## src/rtl/fdp_pkg.sv

```systemverilog
package fdp_pkg;
  localparam int FDP_IDX_W_DEF = 8;
  typedef enum logic {HY_RUN = 1'b0, HY_PAUSE = 1'b1} hyst_state_e;
endpackage

```

## src/rtl/fdp_free_calc.sv

```systemverilog
module fdp_free_calc #(
  parameter int IDX_W = 8,
  localparam int CNT_W = IDX_W + 1,
  localparam int SUM_W = IDX_W + 2
) (
  input  logic [CNT_W-1:0] ring_len,
  input  logic [IDX_W-1:0] last_free,
  input  logic [IDX_W-1:0] idx,
  input  logic             full,
  output logic [CNT_W-1:0] count
);
  logic [SUM_W-1:0] raw, red1, red2, len_ext;

  always_comb begin
    len_ext = {1'b0, ring_len};
    raw  = {2'b00, last_free} + len_ext + SUM_W'(1) - {2'b00, idx};
    red1 = (raw  >= len_ext) ? raw  - len_ext : raw;
    red2 = (red1 >= len_ext) ? red1 - len_ext : red1;
    count = full ? ring_len : red2[CNT_W-1:0];
  end
endmodule

```

## src/rtl/fdp_ring_ptr.sv

```systemverilog
module fdp_ring_ptr #(
  parameter int IDX_W = 8,
  localparam int CNT_W = IDX_W + 1
) (
  input  logic             clk,
  input  logic             rst,
  input  logic [CNT_W-1:0] ring_len,
  input  logic             lf_wr,
  input  logic [IDX_W-1:0] lf_ptr,
  input  logic             take,
  input  logic             busy_clr,
  input  logic [CNT_W-1:0] free_now,
  output logic [IDX_W-1:0] idx_q,
  output logic [IDX_W-1:0] lf_q,
  output logic             full_q,
  output logic             busy_q
);
  logic             take_ok;
  logic             take_bad;
  logic             at_end;
  logic [CNT_W-1:0] last_slot;

  always_comb begin
    last_slot = ring_len - CNT_W'(1);
    at_end    = ({1'b0, idx_q} == last_slot);
    take_ok   = take && (free_now != '0);
    take_bad  = take && (free_now == '0);
  end

  always_ff @(posedge clk) begin
    if (rst) begin
      idx_q  <= '0;
      lf_q   <= last_slot[IDX_W-1:0];
      full_q <= 1'b1;
      busy_q <= 1'b0;
    end else begin
      if (take_ok)
        idx_q <= at_end ? '0 : idx_q + IDX_W'(1);
      if (lf_wr)
        lf_q <= lf_ptr;
      if (take_ok || lf_wr)
        full_q <= 1'b0;
      if (take_bad)
        busy_q <= 1'b1;
      else if (busy_clr)
        busy_q <= 1'b0;
    end
  end

  // an accepted consume on the last slot wraps to zero
  a_r3_wrap: assert property (@(posedge clk) disable iff (rst)
    (take && free_now != '0 && {1'b0, idx_q} == ring_len - CNT_W'(1)) |=> (idx_q == '0));
  // refused consume does not move the index
  a_r4_no_advance: assert property (@(posedge clk) disable iff (rst)
    (take && free_now == '0) |=> $stable(idx_q));
  // refused consume latches the busy error
  a_r4_busy_set: assert property (@(posedge clk) disable iff (rst)
    (take && free_now == '0) |=> busy_q);
  // clear without a new refusal drops the flag
  a_r5_busy_clear: assert property (@(posedge clk) disable iff (rst)
    (busy_clr && !(take && free_now == '0)) |=> !busy_q);
endmodule

```

## src/rtl/fdp_pause_hyst.sv

```systemverilog
module fdp_pause_hyst #(
  parameter int IDX_W = 8,
  localparam int CNT_W = IDX_W + 1,
  localparam int SUM_W = IDX_W + 2
) (
  input  logic             clk,
  input  logic             rst,
  input  logic [CNT_W-1:0] count,
  input  logic [CNT_W-1:0] thresh,
  input  logic [CNT_W-1:0] margin,
  output logic             pause
);
  import fdp_pkg::*;
  hyst_state_e      st_q;
  logic             go_low;
  logic             go_high;
  logic [SUM_W-1:0] rel_lvl;

  always_comb begin
    rel_lvl = {1'b0, thresh} + {1'b0, margin};
    go_low  = (count < thresh);
    go_high = ({1'b0, count} >= rel_lvl);
  end

  always_ff @(posedge clk) begin
    if (rst)          st_q <= HY_RUN;
    else if (go_low)  st_q <= HY_PAUSE;
    else if (go_high) st_q <= HY_RUN;
  end

  assign pause = (st_q == HY_PAUSE);

  // low count raises the request
  a_r6_raise: assert property (@(posedge clk) disable iff (rst)
    (count < thresh) |=> pause);
  // recovered count drops the request
  a_r7_release: assert property (@(posedge clk) disable iff (rst)
    ({1'b0, count} >= {1'b0, thresh} + {1'b0, margin}) |=> !pause);
  // inside the band the request holds
  a_r7_hold: assert property (@(posedge clk) disable iff (rst)
    (count >= thresh && {1'b0, count} < {1'b0, thresh} + {1'b0, margin}) |=> $stable(pause));
endmodule

```

## src/rtl/fdp_pause_gen.sv

```systemverilog
module fdp_pause_gen #(
  parameter int IDX_W = fdp_pkg::FDP_IDX_W_DEF,
  localparam int CNT_W = IDX_W + 1
) (
  input  logic             clk,
  input  logic             rst,
  input  logic [CNT_W-1:0] ring_len,
  input  logic [CNT_W-1:0] thresh,
  input  logic [CNT_W-1:0] margin,
  input  logic             lf_wr,
  input  logic [IDX_W-1:0] lf_ptr,
  input  logic             take,
  input  logic             busy_clr,
  output logic [IDX_W-1:0] hw_idx,
  output logic [CNT_W-1:0] free_cnt,
  output logic             pause_req,
  output logic             busy_err
);
  logic [IDX_W-1:0] idx_q, lf_q;
  logic             full_q;
  logic [CNT_W-1:0] cnt;

  fdp_free_calc #(.IDX_W(IDX_W)) u_calc (
    .ring_len (ring_len),
    .last_free(lf_q),
    .idx      (idx_q),
    .full     (full_q),
    .count    (cnt)
  );

  fdp_ring_ptr #(.IDX_W(IDX_W)) u_ptr (
    .clk     (clk),
    .rst     (rst),
    .ring_len(ring_len),
    .lf_wr   (lf_wr),
    .lf_ptr  (lf_ptr),
    .take    (take),
    .busy_clr(busy_clr),
    .free_now(cnt),
    .idx_q   (idx_q),
    .lf_q    (lf_q),
    .full_q  (full_q),
    .busy_q  (busy_err)
  );

  fdp_pause_hyst #(.IDX_W(IDX_W)) u_hyst (
    .clk   (clk),
    .rst   (rst),
    .count (cnt),
    .thresh(thresh),
    .margin(margin),
    .pause (pause_req)
  );

  assign hw_idx   = idx_q;
  assign free_cnt = cnt;

  // free count never exceeds the ring length
  a_r2_cnt_bound: assert property (@(posedge clk) disable iff (rst)
    free_cnt <= ring_len);
  // accepted consume without a write lowers the count by one
  a_r3_dec: assert property (@(posedge clk) disable iff (rst)
    (take && !lf_wr && free_cnt != '0) |=> (free_cnt == $past(free_cnt) - CNT_W'(1)));
  // leaving reset starts fully free and quiet
  a_r1_reset: assert property (@(posedge clk)
    $fell(rst) |-> (free_cnt == ring_len && !pause_req && !busy_err && hw_idx == '0));
endmodule

```

## config.mk

```make
export PLATFORM = sky130hd
export DESIGN_NAME = fdp_pause_gen
export DESIGN_NICKNAME = d
export VERILOG_FILES = /design/src/rtl/fdp_pkg.sv /design/src/rtl/fdp_free_calc.sv /design/src/rtl/fdp_ring_ptr.sv /design/src/rtl/fdp_pause_hyst.sv /design/src/rtl/fdp_pause_gen.sv
export SDC_FILE = /design/constraint.sdc
export NUM_CORES = 1
export LEC_CHECK = 0
export BUFFER_PORTS_ARGS = -buffer_cell sky130_fd_sc_hd__clkbuf_2
export CAP_MARGIN = 40
export CORE_UTILIZATION = 44
export CTS_CLUSTER_SIZE = 25
export DETAILED_ROUTE_END_ITERATION = 16
export GPL_TIMING_DRIVEN = 0
export PLACE_DENSITY = 0.66
export SLEW_MARGIN = 30
export SYNTH_ARGS = -nofsm -noshare
export SYNTH_HDL_FRONTEND = slang
export SYNTH_SLANG_ARGS = --single-unit
```

## constraint.sdc

```tcl
create_clock -name clk -period 21.3 [get_ports clk]
set_input_delay 2.13 -clock clk [delete_from_list [all_inputs] [get_ports clk]]
set_output_delay 2.13 -clock clk [all_outputs]
set_load 0.005 [all_outputs]
```

; Yosys cells after proc, flatten, opt, wreduce, memory -nomap -nowiden
; Index checks and enable logic that the tools add are counted.
[totals]
word_cells = 36
ff_bits = 19
input_bits = 40
output_inout_bits = 19
[op_classes]
eq_ne = 1
order_cmp = 4
reduce_logical = 8
muxes = 10
addsub = 8
[ops]
columns = cell, count
row1 = $mux W8, 3
row2 = $ge A10 B9 Y1, 2
row3 = $mux W9, 2
row4 = $add A10 B1 Y10 const B, 1
row5 = $add A8 B9 Y10, 1
row6 = $add A9 B9 Y10, 1
row7 = $ge A9 B10 Y1, 1
row8 = $mux W10, 1
row9 = $sub A10 B8 Y10, 1
row10 = $sub A10 B9 Y10, 1
row11 = $eq A8 B9 Y1, 1
row12 = $logic_not A9 Y1, 1
row13 = $lt A9 B9 Y1, 1
row14 = $reduce_bool A9 Y1, 1
row15 = $sub A9 B1 Y9 const B, 1
row16 = $sub A9 B9 Y9, 1
row17 = $add A8 B1 Y8 const B, 1
row18 = $reduce_bool A2 Y1, 3
row19 = $mux W1, 4
row20 = $logic_and A1 B1 Y1, 2
row21 = $logic_or A1 B1 Y1, 1

; Longest topological paths before layout
; Gate-level depths: netlist (run 1).
[logic_depth]
word_depth = 11
ltp_mapped = 37
ltp_nobuf = 36

; By module
; Synthesis (run 1) repeated with hierarchy kept, for this count alone.
[unflattened]
hier_cells = 450
hier_area_um2 = 3771.1
[by_module_without_submodules]
columns = module, area_per_inst_um2, n_inst, seq_area_each_um2, cells_each
row1 = fdp_free_calc, 1765.4, 1, 0.0, 230
row2 = fdp_ring_ptr, 1228.7, 1, 440.4, 124
row3 = fdp_pause_hyst, 777.0, 1, 20.0, 96

; Least setup slack after synthesis (run 1)
; No wires, ideal clock.
[synth_timing]
kind = input -> output
from = input ring_len[0]
to = output free_cnt[7]
arrival_time_ns = 7.620
n_path_buf = 1
path_stages = 27
required_time_ns = 19.170
path_slack_ns = 11.550
path_cell_list = inv_1 fa_1 ha_1 nor2_1 fa_1 nand2b_1 o2bb2ai_1 o21a_1 a21oi_1 xor2_1 ha_1 nand4_1 nor2_1 a21oi_1 nand2_1 nor3_2 mux2_2 ha_1 nor2b_1 o21ai_1 a21oi_1 a211oi_1 o31ai_1 nor3_1 buf_2 a211oi_1 a21oi_1
[synth_between]
elab_chain_len = 8
elab_cells_between_ends = 10
cone_classes = 5 x add/sub / 2 x order compare / 3 x mux
[synth_lines]
columns = element, line_no
row1 = from (decl), fdp_pause_gen.sv:7  ; input logic [CNT_W-1:0] ring_len,
row2 = $add A8 B9 Y10, fdp_free_calc.sv:16  ; raw = {2'b00, last_free} + len_ext + SUM_W'(1) - {2'b00, idx};
row3 = $add A10 B1 Y10, fdp_free_calc.sv:16
row4 = $sub A10 B8 Y10, fdp_free_calc.sv:16
row5 = $sub A10 B9 Y10 / $ge A10 B9 Y1 (equally long branches), fdp_free_calc.sv:17  ; red1 = (raw >= len_ext) ? raw - len_ext : raw;
row6 = $mux W10, fdp_free_calc.sv:17
row7 = $sub A9 B9 Y9 / $ge A10 B9 Y1 (equally long branches), fdp_free_calc.sv:18  ; red2 = (red1 >= len_ext) ? red1 - len_ext : red1;
row8 = $mux W9 (*), fdp_free_calc.sv:18
row9 = $mux W9 (*), fdp_free_calc.sv:19  ; count = full ? ring_len : red2[CNT_W-1:0];
row10 = to (decl), fdp_pause_gen.sv:15  ; output logic [CNT_W-1:0] free_cnt,
; Every way passes the cells marked *; elsewhere a longest branch is shown, timed or not.

; Worst setup path in the final report (run 1)
; Same ends and word-level chain as after synthesis.

==> results of run 1 <==
final cells by class:
cell class,instances,share of cell area
Buffer,9,0.0110
Sequential cell,19,0.112
Clock buffer,4,0.0110
Inverter,59,0.0539
Multi-Input combinational cell,374,0.712
Tap cell,102,0.0311
Timing Repair Buffer,57,0.0694
sequential cells by signal, indices dropped and copies added, names as in the netlist:
register	cells
u_hyst.pause	1
u_ptr.busy_q	1
u_ptr.full_q	1
u_ptr.idx_q	8
u_ptr.lf_q	8
worst paths after layout:
kind,depth (start not counted),slack [ns],to
setup / recovery,29,9.93,free_cnt[7]
hold / removal,2,0.56,u_ptr.idx_q[7]
hold reg to reg,2,0.56,u_ptr.idx_q[7]
setup reg to reg,34,13.17,u_hyst.pause
per-layer routing:
metal | part of all wire | vias up | global-route usage
met5 | 0 | - | 0
met4 | 0.012 | 0 | 0.0359
met3 | 0.054 | 14 | 0.0333
met2 | 0.47 | 106 | 0.403
met1 | 0.46 | 1639 | 0.302
li1 | - | 1796 | -
power by group through the flow:
stage,clock [uW],sequential [uW],combinational (uW)
after floorplan,0,44.2,339
after global routing,27.0,44.1,510
after CTS,26.1,43.8,450
final,25.6,43.7,453
after global placement,0,44.5,439
after detailed placement,0,44.6,447
logic make-up after synthesis:
| family | after synthesis |
|---|---|
| AO/OA/AOI/OAI | 128 |
| XOR/XNOR | 37 |
| adder cells (fa/ha/maj) | 68 |
| buffers and inverters | 68 |
| flip-flops | 19 |
| multiplexers | 9 |
| AND/OR/NAND/NOR | 132 |
metrics by stage:
step | area [um2] | setup WS [ns] | hold slack (ns) | cells | utilization
2_1_floorplan | 3640 | 11.55 | 0.525 | 461 | -
3_3_place_gp | 4060 | 10.04 | 0.565 | 620 | 0.514
3_5_place_dp | 4060 | 10.01 | 0.558 | 620 | 0.515
4_1_cts | 4110 | 10.0 | 0.570 | 624 | 0.521
5_1_grt | 4110 | 9.38 | 0.591 | 624 | 0.521
6_report | 4110 | 9.93 | 0.560 | 624 | 0.521
layout by cell type, fill, tap and decap left out, types with 11 or more instances in the layout:
master,n
inv_1,58
dfxtp_1,11
nor2_1,35
nor3_1,11
xnor2_1,28
fa_1,11
a21oi_1,36
a21o_1,12
nand2_1,25
nand4_1,11
ha_1,57
clkbuf_2,57
critical path: cells and delay by family:
kind	cells	cell delay [ns]
and+or+nand+nor	8	1.41
adders and majority gates	5	1.83
buffers and inverters	4	0.84
xor gates and xnor gates	1	0.25
muxes	1	0.44
AOI/OAI and AO/OA	10	2.34
==> run summary, run 1 <==
The post-synthesis sequential element count works out to 19. The first global-routing pass estimated 15900 um of wire. The repair_antennas step left the layout with diodes totalling 0. After synthesis, the cell types taking the most area are ha_1 (20%), xnor2_1 (6.7%), edfxtp_1 (6.6%).

The longest clock path from root to sink contains 2 buffers. The reported net switching power is 274 uW, and the synthesized-area fraction occupied by xor and xnor cells is 0.0889. The mean instance size in the synthesized netlist works out to 7.91 um2.

In the synthesized netlist, the number of instances is 461. From bottom edge to top edge, the die measures 93.0 um. The initial antenna violation count was 0. VDD sags by at most 71.7 uV. The number of standard-cell rows in the floorplan came out at 32. The top-area cell type share of the netlist area is 0.196, and the final-layout setup total negative slack is 0 ns.

The fraction of layout cells with a size suffix above 1 came out at 0.159. The run gives 7890 um2 as the placeable core region. The number of detailed-route iterations in the first pass came out at 5. Startpoint of the most critical hold path: u_ptr.idx_q[7]. Synthesis produced a netlist with a net count of 569. The most common flop cell mapped by yosys is dfxtp_1. The startpoint of the worst setup timing path was ring_len[0].

The register area is 460 um2. The delay of the slowest cell on the worst path works out to 0.58 ns. Ranked by instance count, the synthesized netlist is headed by inv_1 (58), ha_1 (57), a21oi_1 (36).

The number of global-route vias before repair was 3397. For the combined global-route utilization of all metal layers, the log shows 0.229. TritonCTS built the clock tree. Among all stages on the critical path, the largest delay is contributed by fa_1.

The run gives 0 as the max-slew violation total from the final report. Clock-pin slew was measured on the worst setup and hold paths at 0.07 ns. The simple logic cell fraction of the synthesized area was 0.192; the number of buffers inserted during clock tree synthesis was 3.

The maximum achievable frequency came out at 0.0879 GHz. The relative slew slack is 0.495, and the data arrival time of the critical path is 9.24 ns. For the max-cap check violation count, the log shows 0.

The run finished with clean final reports. The tools report the final routed wirelength across all metal layers as 9540 um. The first routing iteration left 214 violations. Internal power contribution: 248 uW.

The number of nets at the end of the flow was 631; the total design power was 523 uW. The die covers 8650 um2. The clock network fraction of total power was 0.049; the slew of the pin with the lowest slew margin was 0.758 ns. During placement, the flow inserted port buffers numbering 57. Hold repair after CTS inserted 0 buffers. The number of sinks driven by the clock tree was 19. Compared with the post-synthesis result, the final layout area differs by 12.7%.

The cell repeated most along the worst path was a21oi_1. The analysis attributes to cell leakage a power of 0.00195 uW. The tools report the launching point of the worst reg2reg path as u_ptr.idx_q[0].

The half-perimeter wire length after placement was 8050 um. The switching power as a share of total power works out to 0.525. The total setup violations reported at the end of the flow is 0, and the part of the total power dissipated in sequential elements is 0.084. Shortest period the worst path allows: 11.37 ns. Setup repair after global routing left no endpoint under its margin.

For the final routed DRC violation total, the log shows 0. The share of the cycle needed by the critical path after routing was 0.534. The final hold violation count is 0. Launching element type of the critical path: a primary input. In this run, post-CTS repair resized a total of 0 instances. The multi-input combinational cells in the finished layout cover a total of 2920 um2. The run gives 19.17 ns as the required arrival time at the worst endpoint. Worst hold path class: reg -> reg.

Count of unique library cells instantiated by Yosys: 66. The mux cell area share after synthesis is 0.0268. The floorplan die width came out at 93.0 um.

The compound-gate portion of the synthesized area came out at 0.237. The tools report the clock latency at the later pin of the worst-skew pair as 0.26 ns. Dividing total power by cell area gives a power density of 127 nW/um2.

The number of setup buffers added after CTS is 0. The average detailed-routed wire length per instance is 15.3 um, and the maximum level of the CTS H-tree is 1. The post-synthesis async set-or-reset flop share was 0; the number of synthesized flops with an enable pin was 8. Initial standard-cell utilization of the core: 0.462.

The combinational fraction of design power was 0.867; the total via count after detailed routing was 3555. The cell area after technology mapping was 3640 um2; the total global routing overflow was 0. Most instantiated library cell after synthesis: inv_1. Pin count of the biggest net entering global routing: 11. Critical path class: in -> out. The main combinational cell family by area after synthesis was adder cells. In this run the worst path has a maximum fanout of 10.

The sequential share of the synthesized area is 0.126, and the arithmetic-cell share of the synthesized area counting full adders, half adders and majority gates is 0.256. Yosys printed 0 warnings. For the total of fill cells in the finished design, the log shows 801. At the end of routability-driven placement, the weighted congestion stood at 0.868. Of all cell types, the one taking the most synthesized area is ha_1. The worst setup path is captured at an output pin. The tools report the cell at the root of the clock tree as clkbuf_8. After detailed routing, the number of vias per cell comes to 5.70. For the final database, setup skew stands at 0.00220 ns.

Once detail routing completed, the nets flagged for antenna violations numbered 0. For the top-level I/O count, the log shows 59.
(Power assumes the default switching activity.)
==> run 2, diff against run 1 <==
--- a/config.mk
+++ b/config.mk
@@ -5,13 +5,14 @@
 export SDC_FILE = /design/constraint.sdc
 export NUM_CORES = 1
 export LEC_CHECK = 0
+export ABC_AREA = 1
 export BUFFER_PORTS_ARGS = -buffer_cell sky130_fd_sc_hd__clkbuf_2
 export CAP_MARGIN = 40
 export CORE_UTILIZATION = 44
 export CTS_CLUSTER_SIZE = 25
 export DETAILED_ROUTE_END_ITERATION = 16
 export GPL_TIMING_DRIVEN = 0
-export PLACE_DENSITY = 0.66
+export PLACE_DENSITY = 0.68
 export SLEW_MARGIN = 30
 export SYNTH_ARGS = -nofsm -noshare
 export SYNTH_HDL_FRONTEND = slang
==> constraint.sdc (replaced) <==
create_clock -name clk -period 9.2 [get_ports clk]
set_input_delay 0.92 -clock clk [delete_from_list [all_inputs] [get_ports clk]]
set_output_delay 0.92 -clock clk [all_outputs]
set_load 0.005 [all_outputs]
==> run summary, run 2 <==
The run gives 3866 (+8.7%) as the total via count after detailed routing. The cell depth of the worst flop-to-flop path is 50 (+47%). The tools report the final routed DRC violation total as 0 (unchanged). The most common flop cell mapped by yosys was dfxtp_1. The number of synthesized flops with an enable pin is 8 (unchanged). Ranked by instance count, the synthesized netlist is headed by nand2_1 (151), inv_1 (102), ha_1 (57). The total setup violations reported at the end of the flow is 0 (unchanged). Required arrival time at the worst endpoint: 9.40 ns (-9.77 ns). The count of routing violations after the opening detailed-route iteration is 200 (-6.5%). The flow ran to the end, and the final reports show no timing, DRC or antenna violations. The mean instance size in the synthesized netlist was 6.51 um2 (-18%). The number of buffers inserted during clock tree synthesis is 3 (unchanged), and the number of routed nets with antenna violations is 0 (unchanged). For the part of the total power dissipated in sequential elements, the log shows 0.075 (-0.009).

The endpoint class of the critical path was a flip-flop. The tools report the max-slew violation total from the final report as 0 (unchanged). Launching element type of the critical path: a primary input. The gate count of the mapped netlist was 595 (+29%); the placeable core region was 8380 um2 (+6.3%). The tree is rooted in a clkbuf_8.

The count of unique library cells instantiated by Yosys came out at 40 (-39%). The cell family contributing the most delay on the critical path is simple AND/OR/NAND/NOR gates. The logs give 4 (-1) for the number of detailed-route iterations in the first pass and 0.26 ns (about the same) for the clock latency at the later pin of the worst-skew pair. The logs give 4340 um2 (+5.6%) for the post-route cell area and 7.85 ns (-1.39 ns) for the data arrival time of the critical path. The number of sinks driven by the clock tree is 19 (unchanged).

The worst register-to-register path begins at u_ptr.idx_q[0]. The tools report the initial antenna violation count as 0 (unchanged). The final-layout setup total negative slack was 0 ns (unchanged). The run gives 0.881 (+0.014) as the combinational fraction of design power.

The top-area cell type share of the netlist area is 0.184 (-0.0116). Most instantiated library cell after synthesis: nand2_1. The largest registers in the layout are u_ptr.idx_q: 8 flops, u_ptr.lf_q: 8 flops. Static timing analysis puts the maximum clock frequency at 0.131 GHz. The sequential share of the synthesized area was 0.119 (-0.00751); the maximum clock path buffer count was 2 (unchanged). The placement-stage worst setup slack came out at 1.36 ns (-8.66 ns). The average via count per standard cell was 5.08 (-11%); the static leakage was 0.00235 uW (+21%). By area the synthesized netlist is led by ha_1 (18%), nand2_1 (15%), inv_1 (9.9%). The number of instances resized during post-cts repair is 0 (unchanged), and the floorplan die height is 95.8 um (+3.0%). The worst path setup slack after routing is 1.55 ns (-8.38 ns). The maximum level of the CTS H-tree came out at 1 (unchanged). The top cell types in the final layout, fill and taps aside, are nand2_1 (151), inv_1 (102), ha_1 (57), clkbuf_2 (57), nand3_1 (46).

The power density over the cells came out at 308 nW/um2 (+140%). The synthesized design spends more area on one cell type than any other, namely ha_1. The tools report the reported net switching power as 749 uW (+170%). The floorplan die width was 95.8 um (+3.0%); the number of buffer and inverter stages on the critical path was 12 (+8).

The antenna diode instance count came out at 0 (unchanged). TritonCTS built the clock tree. The post-synthesis sequential element count was 19 (unchanged). The largest individual stage delay along the critical path comes from the cell fa_1.

The initial standard-cell utilization of the core was 0.462 (about the same). For the clock skew after layout, the log shows 0.00728 ns (+0.00508 ns). The share of the cycle needed by the critical path after routing is 0.832. The logs give 0.226 (-0.00371) for the combined global-route utilization of all metal layers and 16400 um (+2.6%) for the first-pass GRT wire length. For the clock network fraction of total power, the log shows 0.044 (-0.005). Clock-pin slew reported for the worst setup and hold paths after clock tree synthesis: 0.07 ns (about the same).

The total of fill cells in the finished design came out at 905 (+13%). Commonest non-fill, non-tap cell in the layout: nand2_1. The logs give 761 (+22%) for the non-filler instance count after layout and 0.657 (+0.162) for the relative slew slack. Setup repair after global routing left no endpoint under its margin.

The worst IR drop on VDD was 111 uV (+55%). The switching power as a share of total power came out at 0.561 (+0.0356). Average detailed-routed wire length per instance: 12.8 um (-16%).

The run gives 33 (+3.1%) as the number of standard-cell rows in the floorplan. The top-level I/O count is 59 (unchanged), and the total design power is 1340 uW (+160%). The slew of the pin with the lowest slew margin was 0.514 ns (-0.244 ns). In this run the critical register-to-register path is captured at u_hyst.pause. The critical path is of the in -> reg type. Hold buffer count at cts: 0 (unchanged). Max-cap check violation count: 0 (unchanged). The worst reg-to-reg setup slack was 2.02 ns (-11.15 ns); the critical path depth in cells was 52 (+79%).

Fraction of layout cells with a size suffix above 1: 0.140 (-0.0188). The area of the die was 9190 um2 (+6.2%); the half-perimeter wire length after placement was 8250 um (+2.5%). The most critical setup path has its endpoint at u_hyst.pause.

The largest fanout on the critical path came out at 10 (unchanged). The final hold violation count came out at 0 (unchanged). For the internal power contribution, the log shows 587 uW (+140%). The shortest period the worst path allows is 7.65 ns. The total global routing overflow was 0 (unchanged).

The number of placed instances, taps included was 757 (+22%); the area growth from synthesis to layout was 11.9%. The post-synthesis async set-or-reset flop share is 0 (unchanged). For the global placer's final weighted congestion, the log shows 0.894 (+3.0%). The placed cell area came out at 4290 um2 (+5.6%). The number of nets at the end of the flow was 765 (+21%); the cell area after technology mapping was 3870 um2 (+6.3%). The number of I/O port buffers was 57 (unchanged). In this run the worst hold path is classified as reg -> reg. In this design, the critical path's most frequently occurring cell is nand2_1. Tracing the worst setup path back leads to its startpoint at ring_len[0]. The pin count of the biggest net entering global routing is 12 (+1).

The number of post-CTS setup repair buffers was 0 (unchanged). For the number of global-route vias before repair, the log shows 3627 (+6.8%). The number of nets produced by synthesis came out at 703 (+24%). For the total number of yosys warnings, the log shows 0 (unchanged). The final routed wirelength across all metal layers is 9760 um (+2.3%). The delay of the slowest cell on the worst path came out at 0.52 ns (-0.06 ns).
[run 2: final cells by class]
type | instances | area [um2] | area share
inverter | 111 | 417 | 0.0960
tap | 105 | 131 | 0.0303
multi-input combinational | 458 | 2960 | 0.683
clock inverter | 1 | 5.00 | 0.00115
clock buffer | 3 | 41.3 | 0.00952
buffer | 7 | 33.8 | 0.00779
timing repair buffer | 57 | 285 | 0.0658
sequential | 19 | 460 | 0.106
[run 2: routing by layer]
layer / up-vias / GRT usage / wire length, um
met1: 1762 / 0.304 / 4750
met5: - / 0 / 0
met4: 0 / 0.0311 / 78
li1: 2032 / - / -
met3: 7 / 0.0111 / 276
met2: 65 / 0.405 / 4650
[run 2: power by group through the flow]
| stage | clock, uW | sequential [uW] | combinational [uW] |
|---|---|---|---|
| finish | 58.7 | 101 | 1180 |
| floorplan | 0 | 102 | 917 |
| detailed placement | 0 | 103 | 1160 |
| global route | 63.9 | 102 | 1350 |
| CTS | 60.6 | 101 | 1170 |
| global placement | 0 | 103 | 1140 |
[run 2: cells by family after synthesis]
group                    synth area share
adder cells (fa/ha/maj)             0.241
buffers and inverters               0.116
AO/OA/AOI/OAI                       0.111
XOR/XNOR                           0.0927
AND/OR/NAND/NOR                     0.320
flip-flops                          0.119
[run 2: worst min-delay path, cell delays in order (launching register included)]
cell	delay (ns)
dfxtp_1	0.31
nand2_1	0.06
a21oi_1	0.05
[run 2: worst min-delay path by stage]
stage	slack [ns]	depth (start not counted)	from	endpoint
6_report	0.46	2	u_ptr.busy_q	u_ptr.busy_q
5_1_grt	0.50	2	u_ptr.busy_q	u_ptr.busy_q
2_1_floorplan	0.46	2	u_ptr.busy_q	u_ptr.busy_q
3_3_place_gp	0.46	2	u_ptr.busy_q	u_ptr.busy_q
4_1_cts	0.47	2	u_ptr.busy_q	u_ptr.busy_q
3_5_place_dp	0.46	2	u_ptr.busy_q	u_ptr.busy_q
[run 2: stage by stage]
step,hold WS [ns],utilization
global placement,0.456,0.512
detailed placement,0.456,0.512
global route,0.497,0.518
finish,0.462,0.518
floorplan,0.460,-
CTS,0.469,0.518
